**config.mk**
```make
export PLATFORM = sky130hd
export DESIGN_NAME = flash_guard
export DESIGN_NICKNAME = d
export VERILOG_FILES = /design/src/rtl/flash_guard_pkg.sv /design/src/rtl/fgd_reset_seq.sv /design/src/rtl/fgd_write_qual.sv /design/src/rtl/fgd_pin_gate.sv /design/src/rtl/flash_guard.sv
export SDC_FILE = /design/constraint.sdc
export NUM_CORES = 1
export LEC_CHECK = 0
export BUFFER_PORTS_ARGS = -buffer_cell sky130_fd_sc_hd__buf_2
export CORE_ASPECT_RATIO = 1.2
export CORE_MARGIN = 4
export CORE_UTILIZATION = 54
export DETAILED_ROUTE_END_ITERATION = 8
export PLACE_DENSITY = 0.84
export SLEW_MARGIN = 5
export SYNTH_ARGS = -nofsm -noshare
export SYNTH_HDL_FRONTEND = slang
export SYNTH_SLANG_ARGS = --single-unit
export TNS_END_PERCENT = 10
```
**constraint.sdc**
```tcl
create_clock -name clk -period 2 [get_ports clk]
set_input_delay 0.1 -clock clk [delete_from_list [all_inputs] [get_ports clk]]
set_output_delay 0.1 -clock clk [all_outputs]
set_load 0.01 [all_outputs]
```
**src/rtl/flash_guard_pkg.sv**
```systemverilog
package flash_guard_pkg;

   typedef enum logic [1:0] {
      PH_WAKE = 2'd0,
      PH_RUN  = 2'd1,
      PH_HOLD = 2'd2
   } rst_phase_e;

   function automatic int cnt_width(input int maxval);
      return (maxval < 2) ? 1 : $clog2(maxval + 1);
   endfunction

endpackage

```
**src/rtl/fgd_reset_seq.sv**
```systemverilog
module fgd_reset_seq
   import flash_guard_pkg::*;
#(
   parameter int RST_MIN_CYC = 50,
   parameter int WAKE_CYC    = 50
) (
   input  logic clk,
   input  logic por_n,
   input  logic rst_n,
   input  logic lockout,
   output logic ready,
   output logic in_reset,
   output logic force_read
);
   localparam int LO_W = cnt_width(RST_MIN_CYC);
   localparam int WK_W = cnt_width(WAKE_CYC);
   localparam logic [LO_W-1:0] LO_MAX  = LO_W'(RST_MIN_CYC);
   localparam logic [LO_W-1:0] LO_LAST = LO_W'(RST_MIN_CYC - 1);
   localparam logic [WK_W-1:0] WK_LAST = WK_W'(WAKE_CYC - 1);

   rst_phase_e      phase;
   logic [LO_W-1:0] lo_cnt;
   logic [WK_W-1:0] wk_cnt;
   logic            lock_q;
   logic            fr_q;

   always_ff @(posedge clk or negedge por_n) begin
      if (!por_n) begin
         phase  <= PH_WAKE;
         lo_cnt <= '0;
         wk_cnt <= '0;
         lock_q <= 1'b0;
         fr_q   <= 1'b1;
      end else begin
         lock_q <= lockout;
         fr_q   <= lockout & ~lock_q;
         if (!rst_n) begin
            wk_cnt <= '0;
            if (lo_cnt != LO_MAX) lo_cnt <= lo_cnt + 1'b1;
            if (lo_cnt == LO_LAST) begin
               phase <= PH_HOLD;
               fr_q  <= 1'b1;
            end
         end else begin
            lo_cnt <= '0;
            if (phase != PH_RUN) begin
               if (wk_cnt == WK_LAST) begin
                  phase  <= PH_RUN;
                  wk_cnt <= '0;
               end else begin
                  phase  <= PH_WAKE;
                  wk_cnt <= wk_cnt + 1'b1;
               end
            end
         end
      end
   end

   assign ready      = (phase == PH_RUN);
   assign in_reset   = (phase == PH_HOLD);
   assign force_read = fr_q;

endmodule

```
**src/rtl/fgd_write_qual.sv**
```systemverilog
module fgd_write_qual
   import flash_guard_pkg::*;
#(
   parameter int ADDR_W     = 18,
   parameter int DATA_W     = 8,
   parameter int GLITCH_CYC = 1
) (
   input  logic              clk,
   input  logic              por_n,
   input  logic              enable,
   input  logic              ce_n,
   input  logic              oe_n,
   input  logic              we_n,
   input  logic [ADDR_W-1:0] addr,
   input  logic [DATA_W-1:0] data,
   output logic              wr_stb,
   output logic [ADDR_W-1:0] wr_addr,
   output logic [DATA_W-1:0] wr_data
);
   localparam int MIN_WR = GLITCH_CYC + 1;
   localparam int RUN_W  = cnt_width(MIN_WR);
   localparam logic [RUN_W-1:0] RUN_MAX = RUN_W'(MIN_WR);

   logic [RUN_W-1:0]  run;
   logic              idle_ok;
   logic              armed;
   logic              act;
   logic [ADDR_W-1:0] h_addr;
   logic [DATA_W-1:0] h_data;

   assign act = ~ce_n & ~we_n & oe_n;

   generate
      if (MIN_WR == 1) begin : g_nofilter
         assign armed = (run != '0);
      end else begin : g_filter
         assign armed = (run == RUN_MAX);
      end
   endgenerate

   always_ff @(posedge clk or negedge por_n) begin
      if (!por_n) begin
         run     <= '0;
         idle_ok <= 1'b0;
         wr_stb  <= 1'b0;
         h_addr  <= '0;
         h_data  <= '0;
         wr_addr <= '0;
         wr_data <= '0;
      end else begin
         wr_stb  <= 1'b0;
         idle_ok <= enable & ~act;
         if (!enable) begin
            run <= '0;
         end else if (act) begin
            if ((run != '0) || idle_ok) begin
               if (run != RUN_MAX) run <= run + 1'b1;
               h_addr <= addr;
               h_data <= data;
            end
         end else begin
            if (armed && oe_n) begin
               wr_stb  <= 1'b1;
               wr_addr <= h_addr;
               wr_data <= h_data;
            end
            run <= '0;
         end
      end
   end

endmodule

```
**src/rtl/fgd_pin_gate.sv**
```systemverilog
module fgd_pin_gate (
   input  logic ready,
   input  logic in_reset,
   input  logic rst_n,
   input  logic lockout,
   input  logic ce_n,
   input  logic oe_n,
   input  logic we_n,
   output logic wr_enable,
   output logic dq_oe,
   output logic abort_op
);
   assign wr_enable = ready & rst_n & ~lockout;
   assign dq_oe     = ready & rst_n & ~ce_n & ~oe_n & we_n;
   assign abort_op  = in_reset | lockout;
endmodule

```
**src/rtl/flash_guard.sv**
```systemverilog
module flash_guard #(
   parameter int ADDR_W      = 18,
   parameter int DATA_W      = 8,
   parameter int GLITCH_CYC  = 1,
   parameter int RST_MIN_CYC = 50,
   parameter int WAKE_CYC    = 50
) (
   input  logic              clk,
   input  logic              por_n,
   input  logic              ce_n,
   input  logic              oe_n,
   input  logic              we_n,
   input  logic              rst_n,
   input  logic              lockout,
   input  logic [ADDR_W-1:0] addr,
   input  logic [DATA_W-1:0] data,
   output logic              wr_stb,
   output logic [ADDR_W-1:0] wr_addr,
   output logic [DATA_W-1:0] wr_data,
   output logic              force_read,
   output logic              abort_op,
   output logic              dq_oe,
   output logic              ready
);
   generate
      if (ADDR_W < 1 || DATA_W < 1) begin : g_bad_width
         $error("flash_guard: bus widths must be at least 1");
      end
      if (GLITCH_CYC < 0) begin : g_bad_glitch
         $error("flash_guard: GLITCH_CYC must not be negative");
      end
      if (RST_MIN_CYC < 1 || WAKE_CYC < 1) begin : g_bad_timing
         $error("flash_guard: reset width and wake-up must be at least 1");
      end
   endgenerate

   logic in_reset;
   logic wr_enable;

   fgd_reset_seq #(
      .RST_MIN_CYC(RST_MIN_CYC),
      .WAKE_CYC   (WAKE_CYC)
   ) u_rst (
      .clk       (clk),
      .por_n     (por_n),
      .rst_n     (rst_n),
      .lockout   (lockout),
      .ready     (ready),
      .in_reset  (in_reset),
      .force_read(force_read)
   );

   fgd_pin_gate u_gate (
      .ready    (ready),
      .in_reset (in_reset),
      .rst_n    (rst_n),
      .lockout  (lockout),
      .ce_n     (ce_n),
      .oe_n     (oe_n),
      .we_n     (we_n),
      .wr_enable(wr_enable),
      .dq_oe    (dq_oe),
      .abort_op (abort_op)
   );

   fgd_write_qual #(
      .ADDR_W    (ADDR_W),
      .DATA_W    (DATA_W),
      .GLITCH_CYC(GLITCH_CYC)
   ) u_wq (
      .clk    (clk),
      .por_n  (por_n),
      .enable (wr_enable),
      .ce_n   (ce_n),
      .oe_n   (oe_n),
      .we_n   (we_n),
      .addr   (addr),
      .data   (data),
      .wr_stb (wr_stb),
      .wr_addr(wr_addr),
      .wr_data(wr_data)
   );

endmodule

```
* Yosys cells after proc, flatten, opt, wreduce, memory -nomap -nowiden
Index checks and enable logic that the tools add are counted.
** Cells by class
- Add/sub/neg operators :: 3
- Equality and inequality tests :: 11
- Mux-type cells :: 18
- Bitwise logic cells :: 16
- Reduce and logical (&&, ||, !) cells :: 9
** Operator list (count)
- 6-bit 2-to-1 mux :: 5
- 2-bit 2-to-1 mux :: 7
- 6-bit by 1-bit adder with 6-bit output, second input constant :: 2
- 6-bit == test, second input constant :: 2
- 1-bit bitwise AND :: 9
- 1-bit 2-to-1 mux :: 6
- 3-bit != test, second input constant :: 2
- 6-bit != test, second input constant :: 1
- 1-bit inverter :: 6
- 3-bit AND reduction :: 2
- 2-bit nonzero test :: 3
- 2-bit == test, second input constant :: 2
- 2-bit by 1-bit != test with 1-bit output, second input constant :: 2
- 2-bit AND reduction :: 2
- 2-bit by 1-bit adder with 2-bit output, second input constant :: 1
- 2-bit by 1-bit == test with 1-bit output, second input constant :: 1
- 2-bit != test, second input constant :: 1
- 1-bit logical AND :: 1
- 1-bit logical OR :: 1
- 1-bit OR :: 1
** Storage, ports and cells
- Register bits after elaboration :: 72
- Input port bits :: 33
- Output and inout port bits :: 31
- Logic and storage cells :: 69

* Logic depth before layout (Yosys ltp)
Gate-level depths: netlist (run 1).
- Depth in word-level cells :: 5
- Mapped depth :: 7
- Gate-level depth less buffers :: 5

* Cells and area by module
A second synthesis (run 1) with hierarchy kept.
** Second synthesis, totals
- Cells, all modules :: 218
- Area total of the unflattened synthesis :: 3124.2 um^2
** Modules (own cells, without submodules)
- fgd_write_qual :: instances 1, cells each 131, area each 2260.9 um^2, sequential area each 1401.3 um^2
- fgd_reset_seq :: instances 1, cells each 83, area each 834.6 um^2, sequential area each 401.6 um^2
- fgd_pin_gate :: instances 1, cells each 4, area each 28.8 um^2, sequential area each 0.0 um^2

* Least setup slack after synthesis (run 1)
No wires, ideal clock.
- Kind :: register -> register
- Start :: reg u_rst.phase[1]
- End :: reg u_wq.h_addr[0]
- Library setup time :: 0.125 ns
- Data arrival time :: 1.476 ns
- Data required time :: 1.875 ns
- Slack :: 0.399 ns
- Cell stages (with the launch flop) :: 8
- Buffers on the path :: 2
- Clock period less this slack :: 1.601 ns
- Cell sequence :: dfrtp_1 -> nand2b_4 -> inv_4 -> nand4_4 -> a21o_1 -> buf_6 -> buf_6 -> mux2_4
** On the way
- Longest elaborated chain between the ends :: 4
** Ends and longest elaborated chain
- from (decl) :: RTL line fgd_reset_seq.sv:21 : rst_phase_e phase;
- from (signal assigned) :: RTL line fgd_reset_seq.sv:29 : phase <= PH_WAKE;
- from (signal assigned) :: RTL line fgd_reset_seq.sv:41 : phase <= PH_HOLD;
- from (signal assigned) :: RTL line fgd_reset_seq.sv:48 : phase <= PH_RUN;
- 2-bit by 1-bit == test with 1-bit output :: RTL line fgd_reset_seq.sv:59 : assign ready = (phase == PH_RUN);
- net ready :: RTL line flash_guard.sv:23 : output logic ready
- 1-bit bitwise AND (2 in a row) :: RTL line fgd_pin_gate.sv:13 : assign wr_enable = ready & rst_n & ~lockout;
- 3-bit AND reduction (no source line)
- to (signal assigned) :: RTL line fgd_write_qual.sv:58 : h_addr <= addr;
- to (decl) :: RTL line fgd_write_qual.sv:28 : logic [ADDR_W-1:0] h_addr;
The timed path passes the listed nets, and every way through them passes these cells.
A chain may end at the register's enable or synchronous reset.

* Final worst setup path (run 1)
- Start :: reg u_rst.phase[1]
- End :: reg u_wq.h_data[7]
** On the way
- Longest elaborated chain between the ends :: 4
** Ends and longest elaborated chain
- 2-bit by 1-bit == test with 1-bit output :: RTL line fgd_reset_seq.sv:59
- 1-bit bitwise AND (2 in a row) :: RTL line fgd_pin_gate.sv:13
- 3-bit AND reduction (no source line)
- to (signal assigned) :: RTL line fgd_write_qual.sv:59 : h_data <= data;
- to (decl) :: RTL line fgd_write_qual.sv:29 : logic [DATA_W-1:0] h_data;
Every way passes these cells.

==> flow_summary_export.csv, run 1 <==
group,metric,value,unit
pwr,leakagePower,2.12,nW
setup_path,path_buf_inv,2,
pwr,internal_power,2.39,mW
setup_path,path_depth,6,
setup_path,path_max_fanout,11,
synthesis,syn_area,3160,sq um
detailed_routing,first_pass_iters,4,
setup_path,path_class,"reg2reg",
pwr,comb_power_share,6.3,%
synthesis,ys_warn_count,0,
run,drv_cap,0,
timing,fin_crit_sh,88.4,%
pwr,vdd_drop_max,0.000469,V
synthesis,synthArstFlopShare,100,%
detailed_routing,vias_per_cell,4.91,
setup_path,start_kind,"flop",
grt,grt_util_all_layers,18.3,%
clock_network,ctsRootBufferMaster,"clkbuf_8",
floorplanning,die_x,77.8,microns
synthesis,syn_inst,213,
synthesis,yosysTopAreaCell,"dfrtp_1",
setup_path,path_cells,"nand2b_4, inv_4, nand4_4, a21o_1, buf_4, mux2_1",
place,place_inst,353,
timing,fin_crit,1770,ps
setup_path,arrival,1990,ps
synthesis,synth_compound_area_share,2.85,%
timing,rsz0062_at_grt,"no",
detailed_routing,drt_wl_total,6000,microns
detailed_routing,vias,1950,
synthesis,syn_nets,253,
timing,final.setup.tns,0,ps
synthesis,synth_top_family_by_area,"multiplexers",
final_layout,area_delta_synth_final,28.6,%
floorplanning,ioPinCount,64,
detailed_routing,drt_iter0_markers,104,
floorplanning,die_area,7140,sq um
setup_path,path_delay_family,"flip-flops",
synthesis,avgSynthCellArea,14.8,sq um
clock_network,cts.sinks,72,
floorplanning,fp.dieH,91.8,microns
synthesis,ys_seq_area_share,57.1,%
detailed_routing,wl_per_cell,15.1,microns
clock_network,clk_pin_slew,70,ps
pwr,pwr-share-clk,44.2,%
timing,finalSetupViolCount,0,
synthesis,yosys-top-cells-count,"dfrtp_1, mux2_4, nor2_1",
pwr,switching_share,21.5,%
setup_path,rr_worst_depth,6,
clock_network,worstSkewPairLatency,350,ps
synthesis,ys_types,38,
setup_path,required,2220,ps
synthesis,yosys.area_share.simple,8.00,%
final_layout,num_antenna_cells,0,
timing,tightest_slew,468,ps
synthesis,yosys.area_share.xor_xnor,1.66,%
timing,max-slew-margin-rel,68.4,%
worst_hold_path,holdPathStages,2,
grt,grt_first_pass_wirelength,9970,microns
timing,drv_slew,0,
final_layout,stdcell_count,397,
synthesis,synth_top_area_share,56.3,%
pwr,power.switching,0.654,mW
place,dp_hpwl,3790,microns
floorplanning,core.rowCount,30,
place,port_buffers,63,
place,place_congestion,0.875,
detailed_routing,ant_nets,0,
synthesis,synth.most_common_cell,"dfrtp_1",
clock_network,cts_tree,"done",
worst_hold_path,hp-class,"in2reg",
timing,finClkSkew,10.9,ps
detailed_routing,drc,0,
setup_path,cp_slowest_cell,"dfrtp_1",
timing,fmax,0.566,GHz
setup_path,end_kind,"flop",
synthesis,synthTopCellsByArea,"dfrtp_1, mux2_4, mux2_2",
final_layout,nets,352,
floorplanning,start_util,55.7,%
synthesis,ys_ff_latch,72,
floorplanning,core_area,5670,sq um
synthesis,synth-edff-count,0,
clock_network,numCtsBuffers,9,
pwr,power_per_cell_area,749,nW/um^2
grt,grt_pass1_vias,1977,
setup_path,max_stage_delay,380,ps
synthesis,synth_flop_cell,"dfrtp_1",
clock_network,htreeDepth,3,
synthesis,synth.area.mux_share,23.5,%
pwr,seqPwrFrac,49.5,%
grt,overflow,0,
grt,grt_max_degree,73,
clock_network,postCtsSetupRepairBufs,0,
run_status,status,"finished clean",
timing,hold_viol,0,
clock_network,cts_buffer_depth,2,
final_layout,drive_above_1_share,43.8,%
synthesis,synth_fa_ha_area_share,2.77,%
grt,grt_antenna_before_repair,0,
## registers in the layout (all words and copies together) (netlist names)
signal and flops:
u_rst.lock_q 1, u_wq.idle_ok 1, u_rst.wk_cnt 6, u_rst.force_read 1, u_wq.h_data 8, u_wq.wr_addr 18
u_rst.phase 2, u_wq.run 2, u_wq.wr_data 8, u_wq.h_addr 18, u_wq.wr_stb 1, u_rst.lo_cnt 6
## cell usage in the layout, fill, tap and decap left out, types with 2 or more instances in the layout
cell / synthesis / routed
ha_1: 7 / 7
mux2_2: 8 / 8
dlygate4sd3_1: 0 / 28
dfrtp_1: 71 / 71
xnor2_1: 3 / 3
bufinv_16: 0 / 2
nor2_1: 14 / 14
buf_12: 2 / 2
mux2_1: 5 / 5
a31oi_1: 2 / 2
nand4_1: 2 / 2
o21ai_0: 4 / 4
clkinvlp_4: 0 / 2
xor2_1: 3 / 3
buf_4: 0 / 2
clkbuf_8: 0 / 12
buf_2: 1 / 63
mux2_4: 39 / 39
nand2_1: 9 / 9
inv_1: 8 / 8
a21oi_1: 4 / 4
nand3_1: 6 / 6
## final timing paths
check / from / end / slack [ps]
setup / recovery: u_rst.phase[1]$_DFFE_PN0P_ / u_wq.h_data[7]$_DFFE_PN0P_ / 230
hold / removal: rst_n / u_rst.lo_cnt[0]$_DFFE_PN0P_ / 80
setup reg to reg: u_rst.phase[1]$_DFFE_PN0P_ / u_wq.h_data[7]$_DFFE_PN0P_ / 230
hold reg to reg: u_rst.lock_q$_DFF_PN0_ / u_rst.force_read$_DFF_PN1_ / 410
max in group asynchronous: por_n / u_rst.force_read$_DFF_PN1_ / 1350
min in group asynchronous: por_n / u_wq.wr_stb$_DFF_PN0_ / 300
## power groups by stage
stage	Combinational [mW]	Sequential [mW]	Clock (mW)
after detailed placement	0.151	1.53	0
final	0.192	1.50	1.34
after floorplan	0.0681	1.53	0
after global placement	0.148	1.53	0
after CTS	0.194	1.50	1.37
after global routing	0.218	1.51	1.45
## area by class of cell
class                      instances  area, sq um
fill                             372         1610
timing repair buffer              95          651
sequential                        72         1800
tap                               80          100
clock buffer                      12          165
clock inverter                     4         75.1
inverter                          10         40.0
multi-input combinational        124         1230
## per-stage QoR
step	setup slack, ps	power, mW	hold slack [ps]	util [%]	area [sq um]
2_1_floorplan	399	1.60	-196	-	3160
3_3_place_gp	257	1.68	152	62.5	3540
3_5_place_dp	226	1.68	157	62.5	3540
4_1_cts	210	3.07	67.2	71.6	4060
5_1_grt	127	3.18	82.1	71.6	4060
6_report	233	3.04	81.2	71.6	4060
## repair_timing
item / CTS / global route
resized for setup: 0 / 0
hold endpoints to repair: 99 / 0
hold buffers: 28 / 0
## cell families after synthesis
| logic type | after synthesis |
|---|---|
| fa+ha+maj | 7 |
| flops | 72 |
| xor+xnor | 6 |
| simple gates | 43 |
| mux | 53 |
| buf+inv | 17 |
| compound gates | 15 |
## worst register-to-register path, stage by stage (launching register included)
cell,delay [ps]
dfrtp_1,380
nand2b_4,180
inv_4,120
nand4_4,130
a21o_1,280
buf_4,240
mux2_1,320
## routing by layer
metal  routed length (microns)  part of all wire [%]  vias up  global-route usage [%]
li1                          -                     -      935                       -
met1                      2750                    46      957                    25.0
met2                      2870                    48       53                    27.4
met3                       316                   5.3        5                    6.48
met4                        61                   1.0        0                    5.79
met5                         0                     0        -                       0
Power figures use the tool's default switching activity.
==> run 2: changes to the inputs <==
Settings changed: CAP_MARGIN set to 20, CORE_UTILIZATION 54 to 55, CTS_BUF_LIST set to sky130_fd_sc_hd__clkbuf_2 sky130_fd_sc_hd__clkbuf_4 sky130_fd_sc_hd__clkbuf_8, PLACE_DENSITY 0.84 to 0.85.
Clock period 2 ns to 2.3 ns, I/O delays scaled along.
==> run 2 against run 1 <==
Against the previous run: clock skew down 2.9 ps; first-iteration DRC count fell by 4.8%; clock power is 24% lower; global-route usage hardly changed; combinational power is 19% lower; clock-buffer cell count grew 1; via count shrank 0.51%; non-clock buffer count down 7; largest power group unchanged; highest routed layer unchanged.
==> flow_summary_export.csv, run 2 (synthesized netlist as in run 1, its figures left out) <==
group,metric,value,unit
run,drv_cap,0,
detailed_routing,vias_per_cell,5.22,
timing,fin_crit,1790,ps
clock_network,ctsRootBufferMaster,"clkbuf_8",
final_layout,area_delta_synth_final,24.1,%
setup_path,path_class,"reg2reg",
clock_network,ctsResizeCount,0,
setup_path,required,2520,ps
pwr,power_per_cell_area,633,nW/um^2
timing,tightest_slew,577,ps
floorplanning,fp.dieH,91.0,microns
clock_network,cts.sinks,72,
final_layout,layout_commonest_cell,"dfrtp_1",
floorplanning,core.rowCount,29,
clock_network,htreeDepth,3,
place,pre_cts_slack,444,ps
setup_path,end_kind,"flop",
floorplanning,core_area,5440,sq um
grt,overflow,0,
detailed_routing,route.met3.wl,264,microns
grt,grt_antenna_before_repair,0,
detailed_routing,drc,0,
timing,drv_slew,0,
clock_network,postCtsSetupRepairBufs,0,
setup_path,path_cells,"nand2b_4, nor4_2, and3_2, buf_12, mux2_2",
place,dp_hpwl,4040,microns
timing,final.setup.tns,0,ps
final_layout,fin_area,3920,sq um
final_layout,num_antenna_cells,0,
setup_path,arrival,2010,ps
grt,grt_first_pass_wirelength,10100,microns
timing,timing.final.ws_setup,507,ps
timing,hold_viol,0,
clock_network,cts_tree,"done",
final_layout,final_cell_mix,"dfrtp_1, buf_2, mux2_4",
floorplanning,ioPinCount,64,
worst_hold_path,hp-class,"in2reg",
final_layout,final_core_util,72.0,%
clock_network,postCtsHoldBufs,19,
setup_path,max_stage_delay,390,ps
timing,finalSetupViolCount,0,
detailed_routing,ant_nets,0,
timing,fmax,0.558,GHz
grt,grt_max_degree,28,
clock_network,cts_buffer_depth,2,
setup_path,cp_slowest_cell,"dfrtp_1",
final_layout,nFillCells,379,
final_layout,drive_above_1_share,45.2,%
place,place_area,3510,sq um
pwr,vdd_drop_max,0.000462,V
detailed_routing,top_layer_used,"met4",
clock_network,worstSkewPairLatency,340,ps
pwr,leakagePower,2.09,nW
final_layout,nets,345,
detailed_routing,wl_met1,2700,microns
timing,max-slew-margin-rel,61.5,%
grt,grt_pass1_vias,2163,
detailed_routing,drt_wl_total,5790,microns
detailed_routing,wl_per_cell,15.6,microns
setup_path,start_kind,"flop",
detailed_routing,first_pass_iters,4,
detailed_routing,wl_met2,2730,microns
floorplanning,start_util,58.0,%
place,place_congestion,0.896,
place,port_buffers,63,
floorplanning,die_area,7020,sq um
timing,whs,20.1,ps
setup_path,path_max_fanout,20,
grt,grt_util_all_layers,18.3,%
clock_network,clk_pin_slew,70,ps
clock_network,numCtsBuffers,9,
floorplanning,die_x,77.2,microns
detailed_routing,vias,1940,
timing,rsz0062_at_grt,"no",
run_status,status,"finished clean",
timing,fin_crit_sh,78.0,%
timing,finClkSkew,8.03,ps
final_layout,top_regs,"u_wq.h_addr: 18 flops, u_wq.wr_addr: 18 flops",
detailed_routing,drt_iter0_markers,99,
-- run 2: changes by cell type in the layout (fill, tap and decap cells not counted), sizes merged --
cell,previous run,this run
bufinv,2,1
buf,67,68
clkbuf,12,13
clkinvlp,2,0
dlygate4sd3,28,20
clkinv,0,2
-- run 2: critical path: cells and delay by family (launching register included) --
| kind | cells | cell delay (ps) |
|---|---|---|
| flip-flops | 1 | 390 |
| buffers and inverters | 1 | 230 |
| multiplexers | 1 | 340 |
| AND/OR/NAND/NOR | 3 | 710 |
-- run 2: layer usage --
metal / vias up / GRT usage [%]
li1: 928 / -
met1: 949 / 22.8
met2: 55 / 29.4
met3: 8 / 4.36
met4: 0 / 9.94
met5: - / 0
-- run 2: power by group --
group | leakage, nW | internal [mW] | switching (mW)
registers | 0.993 | 1.29 | 0.0204
clock network | 0.110 | 0.582 | 0.437
logic | 0.983 | 0.0781 | 0.0771
-- run 2: layout make-up --
cell class | count | area, sq um | area share (%)
Clock buffer | 13 | 166 | 4.25
Clock inverter | 3 | 40.0 | 1.02
Inverter | 10 | 40.0 | 1.02
Multi-Input combinational cell | 124 | 1230 | 31.3
Sequential cell | 72 | 1800 | 46.0
Tap cell | 62 | 77.6 | 1.98
Timing Repair Buffer | 88 | 566 | 14.4
-- run 2: path summary, 6_finish.rpt --
kind                                                  from                     endpoint  slack (ps)  depth (start not counted)
worst max-delay path            u_rst.phase[1]$_DFFE_PN0P_  u_wq.wr_addr[6]$_DFFE_PN0P_         510                          5
worst min-delay path                               addr[4]   u_wq.h_addr[4]$_DFFE_PN0P_          20                          2
worst max register to register  u_rst.phase[1]$_DFFE_PN0P_  u_wq.wr_addr[6]$_DFFE_PN0P_         510                          5
worst min register to register      u_rst.lock_q$_DFF_PN0_   u_rst.force_read$_DFF_PN1_         420                          1
max in group asynchronous                            por_n   u_rst.force_read$_DFF_PN1_        1210                          3
min in group asynchronous                            por_n  u_wq.wr_data[0]$_DFFE_PN0P_         310                          2
-- run 2: stage by stage --
stage          instances  power [mW]
2_1_floorplan        213        1.39
3_3_place_gp         336        1.46
3_5_place_dp         336        1.46
4_1_cts              371        2.51
5_1_grt              372        2.60
6_report             372        2.48
